$ cat src/rtl/raster_pkg.sv
package raster_pkg;

    localparam int CHAR_W = 8;
    localparam int ROW_W  = 6;
    localparam int LINE_W = 10;
    localparam int HPOS_W = CHAR_W + 2;

    typedef logic [CHAR_W-1:0] chr_t;
    typedef logic [HPOS_W-1:0] hpos_t;
    typedef logic [LINE_W-1:0] line_t;
    typedef logic [ROW_W-1:0]  crow_t;

    typedef struct packed {
        chr_t  active;
        chr_t  front;
        chr_t  sync;
        chr_t  back;
        crow_t rows;
    } raster_cfg_t;

    typedef struct packed {
        logic at_line_end;
        logic at_line_start;
        logic past_mid;
        logic hblank;
        logic hsync;
    } hstate_t;

    function automatic hpos_t line_total(input raster_cfg_t c);
        return hpos_t'(c.active) + hpos_t'(c.front) + hpos_t'(c.sync) + hpos_t'(c.back);
    endfunction

    function automatic hpos_t line_mid(input raster_cfg_t c);
        return line_total(c) >> 1;
    endfunction

endpackage

$ cat src/rtl/raster_htimer.sv
module raster_htimer
    import raster_pkg::*;
(
    input  logic        clk,
    input  logic        rst,
    input  logic        ce,
    input  raster_cfg_t cfg,
    output hpos_t       hcnt,
    output hstate_t     hs
);

    hpos_t total;
    hpos_t act_end;
    hpos_t sync_start;
    hpos_t sync_end;

    always_comb begin
        total      = line_total(cfg);
        act_end    = hpos_t'(cfg.active);
        sync_start = act_end + hpos_t'(cfg.front);
        sync_end   = sync_start + hpos_t'(cfg.sync);
    end

    always_comb begin
        hs.at_line_end   = (hcnt >= total - hpos_t'(1));
        hs.at_line_start = (hcnt == '0);
        hs.past_mid      = (hcnt >= line_mid(cfg));
        hs.hblank        = (hcnt >= act_end);
        hs.hsync         = (hcnt >= sync_start) && (hcnt < sync_end);
    end

    always_ff @(posedge clk) begin
        if (rst) begin
            hcnt <= '0;
        end else if (ce) begin
            if (hs.at_line_end) hcnt <= '0;
            else                hcnt <= hcnt + hpos_t'(1);
        end
    end

    assert_hold_no_enable_R1: assert property (@(posedge clk) disable iff (rst)
        !ce |=> $stable(hcnt));

    assert_line_wrap_R1: assert property (@(posedge clk) disable iff (rst)
        (ce && hs.at_line_end) |=> (hcnt == '0));

    assert_sync_inside_blank_R2: assert property (@(posedge clk) disable iff (rst)
        hs.hsync |-> hs.hblank);

endmodule

$ cat src/rtl/raster_vtimer.sv
module raster_vtimer
    import raster_pkg::*;
#(
    parameter int SCANS_PER_ROW    = 12,
    parameter int LONG_FIELD_LINES = 313,
    parameter int VFP_LINES        = 4
)(
    input  logic    clk,
    input  logic    rst,
    input  logic    ce,
    input  hstate_t hs,
    input  crow_t   rows,
    output line_t   vline,
    output logic    field,
    output logic    vblank,
    output logic    vsync,
    output logic    field_step,
    output logic    irq
);

    localparam int    VSYNC_LINES = 3;
    localparam line_t SCANS_L     = line_t'(SCANS_PER_ROW);
    localparam line_t LAST_LONG   = line_t'(LONG_FIELD_LINES - 1);
    localparam line_t LAST_SHORT  = line_t'(LONG_FIELD_LINES - 2);

    line_t act_lines;
    line_t vs_first;
    line_t vs_last_edge;
    line_t last_line;
    logic  line_step;

    always_comb begin
        act_lines    = line_t'(rows) * SCANS_L;
        vs_first     = act_lines + line_t'(VFP_LINES);
        vs_last_edge = vs_first + line_t'(VSYNC_LINES);
        last_line    = field ? LAST_SHORT : LAST_LONG;
        line_step    = ce && hs.at_line_end;
        field_step   = line_step && (vline == last_line);
    end

    always_ff @(posedge clk) begin
        if (rst) begin
            vline <= '0;
            field <= 1'b0;
        end else if (line_step) begin
            if (vline == last_line) begin
                vline <= '0;
                field <= ~field;
            end else begin
                vline <= vline + line_t'(1);
            end
        end
    end

    always_comb begin
        vblank = (vline >= act_lines);
        if (!field) begin
            vsync = (vline >= vs_first) && (vline < vs_last_edge);
        end else begin
            vsync = ((vline == vs_first) && hs.past_mid)
                 || ((vline > vs_first) && (vline < vs_last_edge))
                 || ((vline == vs_last_edge) && !hs.past_mid);
        end
        irq = ce && hs.at_line_start && (vline == act_lines);
    end

    assert_vsync_inside_blank_R5: assert property (@(posedge clk) disable iff (rst)
        vsync |-> vblank);

    assert_field_toggle_R3: assert property (@(posedge clk) disable iff (rst)
        field_step |=> (field != $past(field)));

    assert_line_bound_R3: assert property (@(posedge clk) disable iff (rst)
        vline <= LAST_LONG);

endmodule

$ cat src/rtl/raster_addr.sv
module raster_addr
    import raster_pkg::*;
#(
    parameter int SCANS_PER_ROW = 12
)(
    input  logic  clk,
    input  logic  rst,
    input  logic  line_step,
    input  logic  field_step,
    input  hpos_t hcnt,
    input  logic  hblank,
    input  logic  vblank,
    input  crow_t rows,
    output chr_t  col,
    output crow_t row
);

    localparam int SC_W = (SCANS_PER_ROW > 1) ? $clog2(SCANS_PER_ROW) : 1;
    localparam logic [SC_W-1:0] SC_LAST = SC_W'(SCANS_PER_ROW - 1);

    logic [SC_W-1:0] scan;
    crow_t           row_cnt;

    always_ff @(posedge clk) begin
        if (rst || field_step) begin
            scan    <= '0;
            row_cnt <= '0;
        end else if (line_step) begin
            if (scan == SC_LAST) begin
                scan <= '0;
                if (row_cnt != '1) row_cnt <= row_cnt + crow_t'(1);
            end else begin
                scan <= scan + SC_W'(1);
            end
        end
    end

    always_comb begin
        col = (hblank || vblank) ? '0 : hcnt[CHAR_W-1:0];
        row = vblank ? '0 : row_cnt;
    end

    assert_row_in_range_R8: assert property (@(posedge clk) disable iff (rst)
        !vblank |-> (row_cnt < rows));

endmodule

$ cat src/rtl/raster_timing_gen.sv
module raster_timing_gen
    import raster_pkg::*;
#(
    parameter int SCANS_PER_ROW    = 12,
    parameter int LONG_FIELD_LINES = 313,
    parameter int VFP_LINES        = 4
)(
    input  logic              clk,
    input  logic              rst,
    input  logic              char_en,
    input  logic [CHAR_W-1:0] cfg_active_chars,
    input  logic [CHAR_W-1:0] cfg_front_porch,
    input  logic [CHAR_W-1:0] cfg_sync_width,
    input  logic [CHAR_W-1:0] cfg_back_porch,
    input  logic [ROW_W-1:0]  cfg_active_rows,
    output logic              hsync,
    output logic              hblank,
    output logic              vsync,
    output logic              vblank,
    output logic              field,
    output logic [CHAR_W-1:0] col,
    output logic [ROW_W-1:0]  row,
    output logic              cpu_window,
    output logic              vblank_irq
);

    raster_cfg_t incoming;
    raster_cfg_t shadow;
    hpos_t       hcnt;
    hstate_t     hs;
    line_t       vline;
    logic        field_step;

    always_comb begin
        incoming.active = cfg_active_chars;
        incoming.front  = cfg_front_porch;
        incoming.sync   = cfg_sync_width;
        incoming.back   = cfg_back_porch;
        incoming.rows   = cfg_active_rows;
    end

    always_ff @(posedge clk) begin
        if (rst || field_step) shadow <= incoming;
    end

    raster_htimer u_htimer (
        .clk  (clk),
        .rst  (rst),
        .ce   (char_en),
        .cfg  (shadow),
        .hcnt (hcnt),
        .hs   (hs)
    );

    raster_vtimer #(
        .SCANS_PER_ROW    (SCANS_PER_ROW),
        .LONG_FIELD_LINES (LONG_FIELD_LINES),
        .VFP_LINES        (VFP_LINES)
    ) u_vtimer (
        .clk        (clk),
        .rst        (rst),
        .ce         (char_en),
        .hs         (hs),
        .rows       (shadow.rows),
        .vline      (vline),
        .field      (field),
        .vblank     (vblank),
        .vsync      (vsync),
        .field_step (field_step),
        .irq        (vblank_irq)
    );

    raster_addr #(
        .SCANS_PER_ROW (SCANS_PER_ROW)
    ) u_addr (
        .clk        (clk),
        .rst        (rst),
        .line_step  (char_en && hs.at_line_end),
        .field_step (field_step),
        .hcnt       (hcnt),
        .hblank     (hs.hblank),
        .vblank     (vblank),
        .rows       (shadow.rows),
        .col        (col),
        .row        (row)
    );

    always_comb begin
        hsync      = hs.hsync;
        hblank     = hs.hblank;
        cpu_window = vblank;
    end

    assert_irq_single_cycle_R6: assert property (@(posedge clk) disable iff (rst)
        vblank_irq |=> !vblank_irq);

    assert_cfg_held_mid_field_R9: assert property (@(posedge clk) disable iff (rst)
        !field_step |=> $stable(shadow));

    assert_window_only_blank_R4: assert property (@(posedge clk) disable iff (rst)
        vblank_irq |-> cpu_window);

endmodule

$ cat config.mk
export PLATFORM = sky130hd
export DESIGN_NAME = raster_timing_gen
export DESIGN_NICKNAME = d
export VERILOG_FILES = /design/src/rtl/raster_pkg.sv /design/src/rtl/raster_htimer.sv /design/src/rtl/raster_vtimer.sv /design/src/rtl/raster_addr.sv /design/src/rtl/raster_timing_gen.sv
export SDC_FILE = /design/constraint.sdc
export NUM_CORES = 1
export LEC_CHECK = 0
export BUFFER_PORTS_ARGS = -buffer_cell sky130_fd_sc_hd__buf_2
export CORE_MARGIN = 2
export CORE_UTILIZATION = 25
export DETAILED_ROUTE_END_ITERATION = 12
export PLACE_DENSITY = 0.38
export SLEW_MARGIN = 10
export SYNTH_ARGS = -nofsm -noshare
export SYNTH_HDL_FRONTEND = slang
export SYNTH_SLANG_ARGS = --single-unit
$ cat constraint.sdc
create_clock -name clk -period 8.2 [get_ports clk]
set_clock_uncertainty 0.05 [all_clocks]
set_input_delay 0.82 -clock clk [delete_from_list [all_inputs] [get_ports clk]]
set_output_delay 0.82 -clock clk [all_outputs]
set_load 0.005 [all_outputs]
==> results of run 1 <==
[synthesized netlist by cell type (all sizes together), types with 17 or more instances]
cell / count / share of area
a21o: 19 / 0.025
a21oi: 36 / 0.033
dfxtp: 31 / 0.11
edfxtp: 38 / 0.20
ha: 100 / 0.22
inv: 54 / 0.036
nand2: 24 / 0.016
nand3: 17 / 0.015
nor2: 60 / 0.040
nor3: 24 / 0.022
o21ai: 36 / 0.032
xnor2: 36 / 0.055
xor2: 23 / 0.037
[power groups by stage]
stage                     Clock (W)  Combinational (W)  Sequential [W]
after floorplan                   0           0.000729        0.000400
after global placement            0           0.000902        0.000407
after detailed placement          0           0.000911        0.000408
after CTS                  0.000446           0.000918        0.000400
after global routing       0.000456            0.00105        0.000402
final                      0.000429           0.000910        0.000399
[worst reg2reg max path: cells and delay by family, from the launching register on]
family          cells  cell delay [ns]
buf+inv             2             0.63
simple gates        5             1.27
flops               1             0.44
xor+xnor            3             0.56
compound gates     14             2.13
fa+ha+maj           4             1.30
[routing by layer]
metal	up-vias	track usage
li1	2329	-
met1	2005	0.158
met2	46	0.203
met3	11	0.0261
met4	0	0.0304
met5	-	0
[worst paths after layout]
path,cells after the start,slack (ns),endpoint,startpoint
max,28,1.48,shadow[23]$_DFFE_PP_,shadow[31]$_DFFE_PP_
min,2,0.47,u_addr.scan[2]$_SDFFE_PP0P_,u_addr.scan[2]$_SDFFE_PP0P_
max reg2reg,28,1.48,shadow[23]$_DFFE_PP_,shadow[31]$_DFFE_PP_
min reg2reg,2,0.47,u_addr.scan[2]$_SDFFE_PP0P_,u_addr.scan[2]$_SDFFE_PP0P_
[state kept, by name, summed over array words and instances, names as in the netlist]
name            cells
u_addr.scan         4
shadow             38
u_addr.row_cnt      6
u_vtimer.field      1
u_vtimer.vline     10
u_htimer.hcnt      10
[through the flow]
step           utilization  setup WS [ns]  cell area, sq um  hold slack, ns
6_report             0.296           1.48              6660           0.469
5_1_grt              0.296          0.876              6660           0.519
4_1_cts              0.296           1.40              6660           0.473
3_5_place_dp         0.281           1.43              6330           0.466
3_3_place_gp         0.281           1.62              6330           0.448
2_1_floorplan            -           2.36              5690           0.431
[cell type report]
type	instances	area [sq um]	share of cell area
Timing Repair Buffer	64	328	0.0492
Multi-Input combinational cell	485	3680	0.553
Sequential cell	69	1760	0.264
Inverter	54	203	0.0304
Clock inverter	4	50.0	0.00751
Tap cell	285	357	0.0535
Clock buffer	12	279	0.0419
[cell families (layout without fill, tap and decap cells)]
| family | Yosys count | count (layout) |
|---|---|---|
| DFF | 69 | 69 |
| adders and majority gates | 104 | 104 |
| buffers and inverters | 62 | 134 |
| muxes | 5 | 5 |
| xor gates and xnor gates | 59 | 59 |
| AOI/OAI and AO/OA | 126 | 126 |
| and+or+nand+nor | 191 | 191 |
[cells in the final DEF, fill, tap and decap left out, drive strengths merged, types with 5 or more instances in the layout]
cell type / count
a21oi: 36
a21o: 19
dfxtp: 31
xnor2: 36
nand3: 17
or3: 5
edfxtp: 38
nand4: 9
buf: 64
o21a: 7
xor2: 23
o21ai: 36
nor2b: 7
nand2b: 14
nor4: 6
nand2: 24
clkbuf: 12
inv: 56
and2: 13
nor3: 24
nor2: 60
ha: 100
==> metrics, run 1 <==
Hold Crit Class=register to register; outcome=finished clean; Top Layer Used=met4; vias in the first global route=4,467; Final Max Slew Viols=0; final hold vios=0; post-synthesis xor/xnor area fraction=0.0922; CTS tree=built; CP Buf/Inv Count=2; critical path peak fanout=27; Slew @ Worst Pin=0.678 ns; Mapped Cells=616; Die Ht=155 microns; TritonCTS Sinks=69; fillers=2,349; CTS max path bufs=2; Pwr Total=0.00174 W; first-pass GRT wire length=23,000 microns; clk_lat worst skew=0.34 ns; async set or reset register ratio after synthesis=0; crit end category=register; GP Congestion=0.821; starting density of the core=0.253; post-cts resize count=0; post-route ant nets=0; CTS Hold Bufs=0; Setup Total Neg Slack=0 ns; RSZ-0062 raised after global routing=no; Synth Area in Simple Gates=0.170; Synth Area in Compound Gates=0.143; pin count of the biggest net entering global routing=28; PD cells=261 nW/um^2; Sw Ratio=0.396; H-tree levels=3; Worst VDD drop=0.0000969 V; final setup vio count=0; worst rel slew slack=0.548; TritonRoute pass-1 iters=4; Finished Layout Cells=973; Worst Setup Start Kind=register; Layout area overhead=17.1%; Gate power share=0.524; wire per inst=14.3 microns; syn avg cell area=9.23 sq um; mux cell area share after synthesis=0.00902; hpwl dp=10,900 microns; DR WL met2=6390 microns; CTS Buf Count=9; IO Pins=62; clock power share=0.247; critical path class=register to register; Rows=55; max_cap viols=0; Routed Wire Length=13,900 microns; Main synth FF type=edfxtp_1; Antenna diodes=0; Die X=155 microns; maximum clock rate=149 MHz; Final Net Count=828; sequential share of power=0.230; via count=4,391; Synth cell types=60; initial antenna violation count=0; port bufs=61; sequential area share after synthesis=0.310; vias per inst=4.51; P_int=0.00105 W; Crit path required time=8.17 ns; CTS clk-pin slew, worst paths=0.06 ns; Critical Path AT=6.69 ns; met3 wire len=437 microns; Pleak=2.97 nW; DRC viols=0; CTS Root Cell=clkbuf_16; CP max stage cell=or2_2; yosys warns=0; die area=24,000 sq um; Detailed Route Iter0 Violations=213; total core area=22,500 sq um; area of the mapped netlist=5690 sq um; DRT met1 WL=6950 microns; share of post-route cells with drive strength above 1=0.138; largest stage delay on the critical path=0.59 ns; gr ovfl total=0; dpl cells=957; Final period util=0.819; number of synthesized flops with an enable pin=38; area share of fa/ha/maj cells after synthesis=0.234; net switching power=0.000689 W; Syn Nets=761; total track usage=0.121; cell family with most CP delay=compound AO/OA/AOI/OAI gates; Post-CTS Setup Repair Bufs=0; Synth Register Bits=69; min Tclk post-route=6.72 ns; main combinational cell family by area after synthesis=adder cells
(Power assumes the default switching activity.)
==> run 2, diff against run 1 <==
PLACE_DENSITY = 0.39   (was 0.38)
clock period = 5.5 ns   (was 8.2 ns; I/O delays follow)
==> run 2 against run 1 <==
The run now ends with negative setup slack left. Power grew 83%. Register-to-register slack lost 1.8 ns. Cell count grew 9.0%. Die area is the same. Core utilization grew 6.7 points. Count of clock-buffer cells in the layout is the same. Global-route usage grew 1.5 points. First-iteration DRC count shrank 18%. Worst setup slack lost 1.9 ns. Critical endpoint is now vsync. Largest cell class unchanged.
==> metrics, run 2 (synthesis gave the netlist of run 1 again) <==
outcome=finished with violations; violated checks=negative setup slack; Setup Total Neg Slack=-18.40 ns; starting density of the core=0.253; vias in the first global route=4,920; Routed Wire Length=16,000 microns; max_cap viols=0; critical path class=register to primary output; clk_lat worst skew=0.34 ns; critical path peak fanout=3; gr ovfl total=0; CTS tree=built; share of post-route cells with drive strength above 1=0.339; CTS Root Cell=clkbuf_16; most frequent cells in the layout=ha_1, buf_4, buf_2; port bufs=61; Pwr Total=0.00318 W; wire per inst=15.1 microns; DRC viols=0; TritonCTS Sinks=69; RSZ-0062 raised after global routing=yes; GP Congestion=0.779; Worst Setup Start Kind=register; first-pass GRT wire length=25,500 microns; Most flops, register=shadow; CTS max path bufs=2; Largest regs=shadow (38), u_htimer.hcnt (10), u_vtimer.vline (10); min Tclk post-route=5.91 ns; H-tree levels=3; Worst VDD drop=0.000181 V; TritonRoute pass-1 iters=4; maximum clock rate=169 MHz; crit end category=primary output; Die X=155 microns; most common cell after layout, fill and taps aside=ha_1; Pleak=3.70 nW; CTS Buf Count=9; initial antenna violation count=0; die area=24,000 sq um; Final Net Count=916; final setup margin=-0.412 ns; Slew @ Worst Pin=0.676 ns; pin count of the biggest net entering global routing=14; Crit path required time=4.90 ns; final hold vios=0; Critical Path AT=5.31 ns; Layout area overhead=43.7%; PD cells=388 nW/um^2; Detailed Route Iter0 Violations=175; dpl ws=-0.359 ns; Final period util=1.07; worst rel slew slack=0.545; CTS clk-pin slew, worst paths=0.06 ns; final setup vio count=66; IO Pins=62; Hold Crit Class=primary input to register; total track usage=0.136; Rows=55; Antenna diodes=0; vias per inst=4.53; via count=4,804; Final Util=0.363; Final Max Slew Viols=0; Die Ht=155 microns; hpwl dp=11,400 microns; post-route ant nets=0; total core area=22,500 sq um; max FFs per register=38
==> run 2: cell types whose count changed in the layout (fill, tap and decap cells not counted), moves of 13 or more <==
| cell | delta |
|---|---|
| a21oi_1 | -13 |
| buf_4 | +59 |
| nor2_1 | -24 |
| nor2_4 | +15 |
==> run 2: power by group <==
group | switching, W | leakage (nW) | total (W) | internal (W)
Clock | 0.000230 | 0.161 | 0.000634 | 0.000404
Combinational | 0.000932 | 2.92 | 0.00195 | 0.00102
Sequential | 0.0000214 | 0.622 | 0.000594 | 0.000573
==> run 2: stage by stage <==
| step | instances | cell area (sq um) | hold slack (ns) |
|---|---|---|---|
| 6_report | 1061 | 8170 | 0.331 |
| 5_1_grt | 1061 | 8170 | 0.310 |
| 4_1_cts | 1055 | 7810 | 0.316 |
| 3_5_place_dp | 1010 | 6750 | 0.470 |
| 3_3_place_gp | 1010 | 6750 | 0.456 |
| 2_1_floorplan | 616 | 5700 | 0.431 |
==> run 2: routing by layer <==
metal / global-route usage / up-vias / wire length, microns
met1: 0.180 / 2252 / 7780
met4: 0.0313 / 0 / 204
met2: 0.229 / 41 / 7690
li1: - / 2502 / -
met5: 0 / - / 0
met3: 0.0255 / 9 / 302
==> run 2: worst paths after layout <==
check                                            startpoint  depth (start not counted)                     endpoint  slack, ns
worst max register to register         shadow[30]$_DFFE_PP_                         28         shadow[14]$_DFFE_PP_      -0.35
worst max-delay path                   shadow[30]$_DFFE_PP_                         25                        vsync      -0.41
worst min register to register  u_addr.scan[1]$_SDFFE_PP0P_                          2  u_addr.scan[1]$_SDFFE_PP0P_       0.48
worst min-delay path                     cfg_front_porch[5]                          1         shadow[27]$_DFFE_PP_       0.33
==> run 2: critical path: stages, from the launching register on <==
cell	delay (ns)
edfxtp_1	0.39
ha_2	0.20
fa_2	0.35
a21o_1	0.19
a21oi_2	0.19
xnor2_2	0.15
ha_1	0.29
a21boi_2	0.18
o21ai_1	0.13
nand2b_1	0.10
xor2_2	0.16
ha_2	0.18
or4_1	0.39
o22a_1	0.19
a21o_1	0.22
nand3_2	0.08
o21ai_2	0.06
a21oi_2	0.17
ha_1	0.26
a211oi_2	0.29
a21boi_2	0.20
a31oi_1	0.06
o21ai_2	0.11
mux2i_1	0.20
o22ai_1	0.10
buf_2	0.13
==> run 2: area by class of cell <==
| cell class | instances | area (sq um) |
|---|---|---|
| inverter | 54 | 203 |
| sequential | 69 | 1760 |
| multi-input combinational | 485 | 4180 |
| fill | 2255 | 14300 |
| tap | 285 | 357 |
| clock inverter | 4 | 50.0 |
| clock buffer | 12 | 278 |
| timing repair buffer | 152 | 1340 |
==> run 2: what timing repair did <==
action                     in CTS  in global routing
gates resized for setup        94                 58
setup buffers                  21                  7
setup endpoints to repair      69                 70
hold buffers                    0                  0
hold endpoints to repair        0                  0
gates cloned                    8                  3
pin swaps                      47                 50
==> run 3, diff against run 2 <==
CORE_MARGIN = default   (was 2)
PLACE_DENSITY = 0.38   (was 0.39)
clock period = 6.86 ns   (was 5.5 ns; I/O delays follow)
==> run 3 against run 2 <==
Worst setup slack improved by 0.88 ns. Sequential cell count unchanged. Sequential share of layout area grew 5.0 points. Critical path depth grew 1. The run now ends clean. Power shrank 36%. Count of clock-buffer cells in the layout is the same.
==> metrics, run 3 (synthesis gave the netlist of run 1 again) <==
total track usage=0.122; most common cell after layout, fill and taps aside=ha_1; Pleak=2.96 nW; r2r startpoint=shadow[30]$_DFFE_PP_; RSZ-0062 raised after global routing=no; via count=4,448; gr ovfl total=0; starting density of the core=0.257; CP Buf/Inv Count=2; H-tree levels=3; critical path class=register to primary output; initial antenna violation count=0; Hold Path Depth=1; maximum clock rate=156 MHz; Worst Setup Start Kind=register; Hold Path Sink=shadow[34]$_DFFE_PP_; Post-CTS Setup Repair Bufs=0; Die X=153 microns; Reg2Reg Capture Point=shadow[3]$_DFFE_PP_; CTS clk-pin slew, worst paths=0.06 ns; CTS tree=built; Largest regs=shadow (38), u_htimer.hcnt (10), u_vtimer.vline (10); Final Net Count=828; CTS max path bufs=2; max_cap viols=0; Crit path required time=6.12 ns; Setup Total Neg Slack=0 ns; Rows=54; Die Ht=153 microns; crit end category=primary output; total core area=22,100 sq um; TritonCTS Sinks=69; final setup vio count=0; CTS Buf Count=9; GP Congestion=0.737; Worst VDD drop=0.000139 V; PD cells=305 nW/um^2; pin count of the biggest net entering global routing=35; dpl cell area=6340 sq um; Worst Hold Launch=cfg_active_chars[4]; CP max stage cell=fa_1; flop-to-flop setup slack=0.89 ns; largest stage delay on the critical path=0.52 ns; max FFs per register=38; die area=23,400 sq um; TritonRoute pass-1 iters=5; Layout area overhead=16.5%; cells on worst reg2reg path=26; cell family with most CP delay=compound AO/OA/AOI/OAI gates; Final period util=0.932; IO Pins=62; CTS Root Cell=clkbuf_16; Slew @ Worst Pin=0.715 ns; most frequent cells in the layout=ha_1, buf_2, nor2_1; Antenna diodes=0; Pwr Total=0.00202 W; wire per inst=14.2 microns; vias per inst=4.60; Final Max Slew Viols=0; Routed Wire Length=13,800 microns; Critical Path AT=5.66 ns; fillers=2,291; critical path peak fanout=8; Hold Crit Class=primary input to register; Most flops, register=shadow; final instance area=6630 sq um; share of post-route cells with drive strength above 1=0.140; first-pass GRT wire length=22,200 microns; hpwl dp=10,700 microns; post-route ant nets=0; worst rel slew slack=0.523; DRC viols=0; Detailed Route Iter0 Violations=222; final hold vios=0; vias in the first global route=4,262; port bufs=61; clk_lat worst skew=0.34 ns; outcome=finished clean; min Tclk post-route=6.40 ns
-- run 3: worst max path at each step --
| stage | startpoint | end | slack (ns) | cells after the start |
|---|---|---|---|---|
| 2_1_floorplan | shadow[30]$_DFFE_PP_ | shadow[0]$_DFFE_PP_ | 1.02 | 26 |
| 3_3_place_gp | shadow[30]$_DFFE_PP_ | vsync | 0.81 | 25 |
| 3_5_place_dp | shadow[30]$_DFFE_PP_ | vsync | 0.72 | 26 |
| 4_1_cts | shadow[30]$_DFFE_PP_ | vsync | 0.32 | 26 |
| 5_1_grt | shadow[22]$_DFFE_PP_ | vsync | 0.005 | 26 |
| 6_report | shadow[30]$_DFFE_PP_ | vsync | 0.46 | 26 |
-- run 3: layer usage --
metal / wire length [microns] / global-route usage / vias to the layer above
li1: - / - / 2325
met1: 7210 / 0.170 / 2030
met2: 5890 / 0.187 / 82
met3: 427 / 0.0187 / 11
met4: 239 / 0.0534 / 0
met5: 0 / 0 / -
-- run 3: worst register-to-register path: stages, from the launching register on --
cell,delay [ns]
edfxtp_1,0.39
ha_1,0.25
fa_1,0.42
a21o_1,0.20
a21oi_1,0.17
xnor2_1,0.16
ha_1,0.29
o21a_1,0.15
nor2_1,0.12
xnor2_1,0.16
ha_1,0.33
o211ai_1,0.18
a21oi_1,0.06
a211o_1,0.36
or3_1,0.37
a21oi_1,0.13
o21ai_1,0.13
xor2_1,0.18
ha_1,0.31
o21ai_0,0.08
a21oi_1,0.09
o21a_1,0.18
o21a_1,0.16
o21ai_1,0.11
nor2_1,0.08
or2_2,0.32
buf_4,0.24
-- run 3: timing repair --
action / 4_1_cts / 5_1_grt
hold buffers: 0 / 0
endpoints found under the setup margin: 0 / 1
gates resized for setup: 0 / 1
-- run 3: where the power goes --
| group | leakage, nW | internal, W | switching [W] | total [W] |
|---|---|---|---|---|
| combinational | 2.19 | 0.000474 | 0.000616 | 0.00109 |
| sequential | 0.622 | 0.000459 | 0.0000175 | 0.000477 |
| clock | 0.145 | 0.000269 | 0.000184 | 0.000454 |
-- run 3: area by class of cell --
class                           count  area, sq um  share of cell area
Multi-Input combinational cell    485         3690               0.557
Sequential cell                    69         1760               0.266
Tap cell                          280          350              0.0529
Timing Repair Buffer               64          340              0.0513
Clock buffer                       12          262              0.0395
Inverter                           54          203              0.0306
Clock inverter                      4         21.3             0.00321
-- run 3: metrics by stage --
step / util / hold slack, ns / std cells / setup WS [ns]
2_1_floorplan: - / 0.431 / 616 / 1.02
3_3_place_gp: 0.287 / 0.447 / 952 / 0.807
3_5_place_dp: 0.287 / 0.464 / 952 / 0.717
4_1_cts: 0.300 / 0.444 / 968 / 0.321
5_1_grt: 0.300 / 0.447 / 968 / 0.00519
6_report: 0.300 / 0.463 / 968 / 0.464
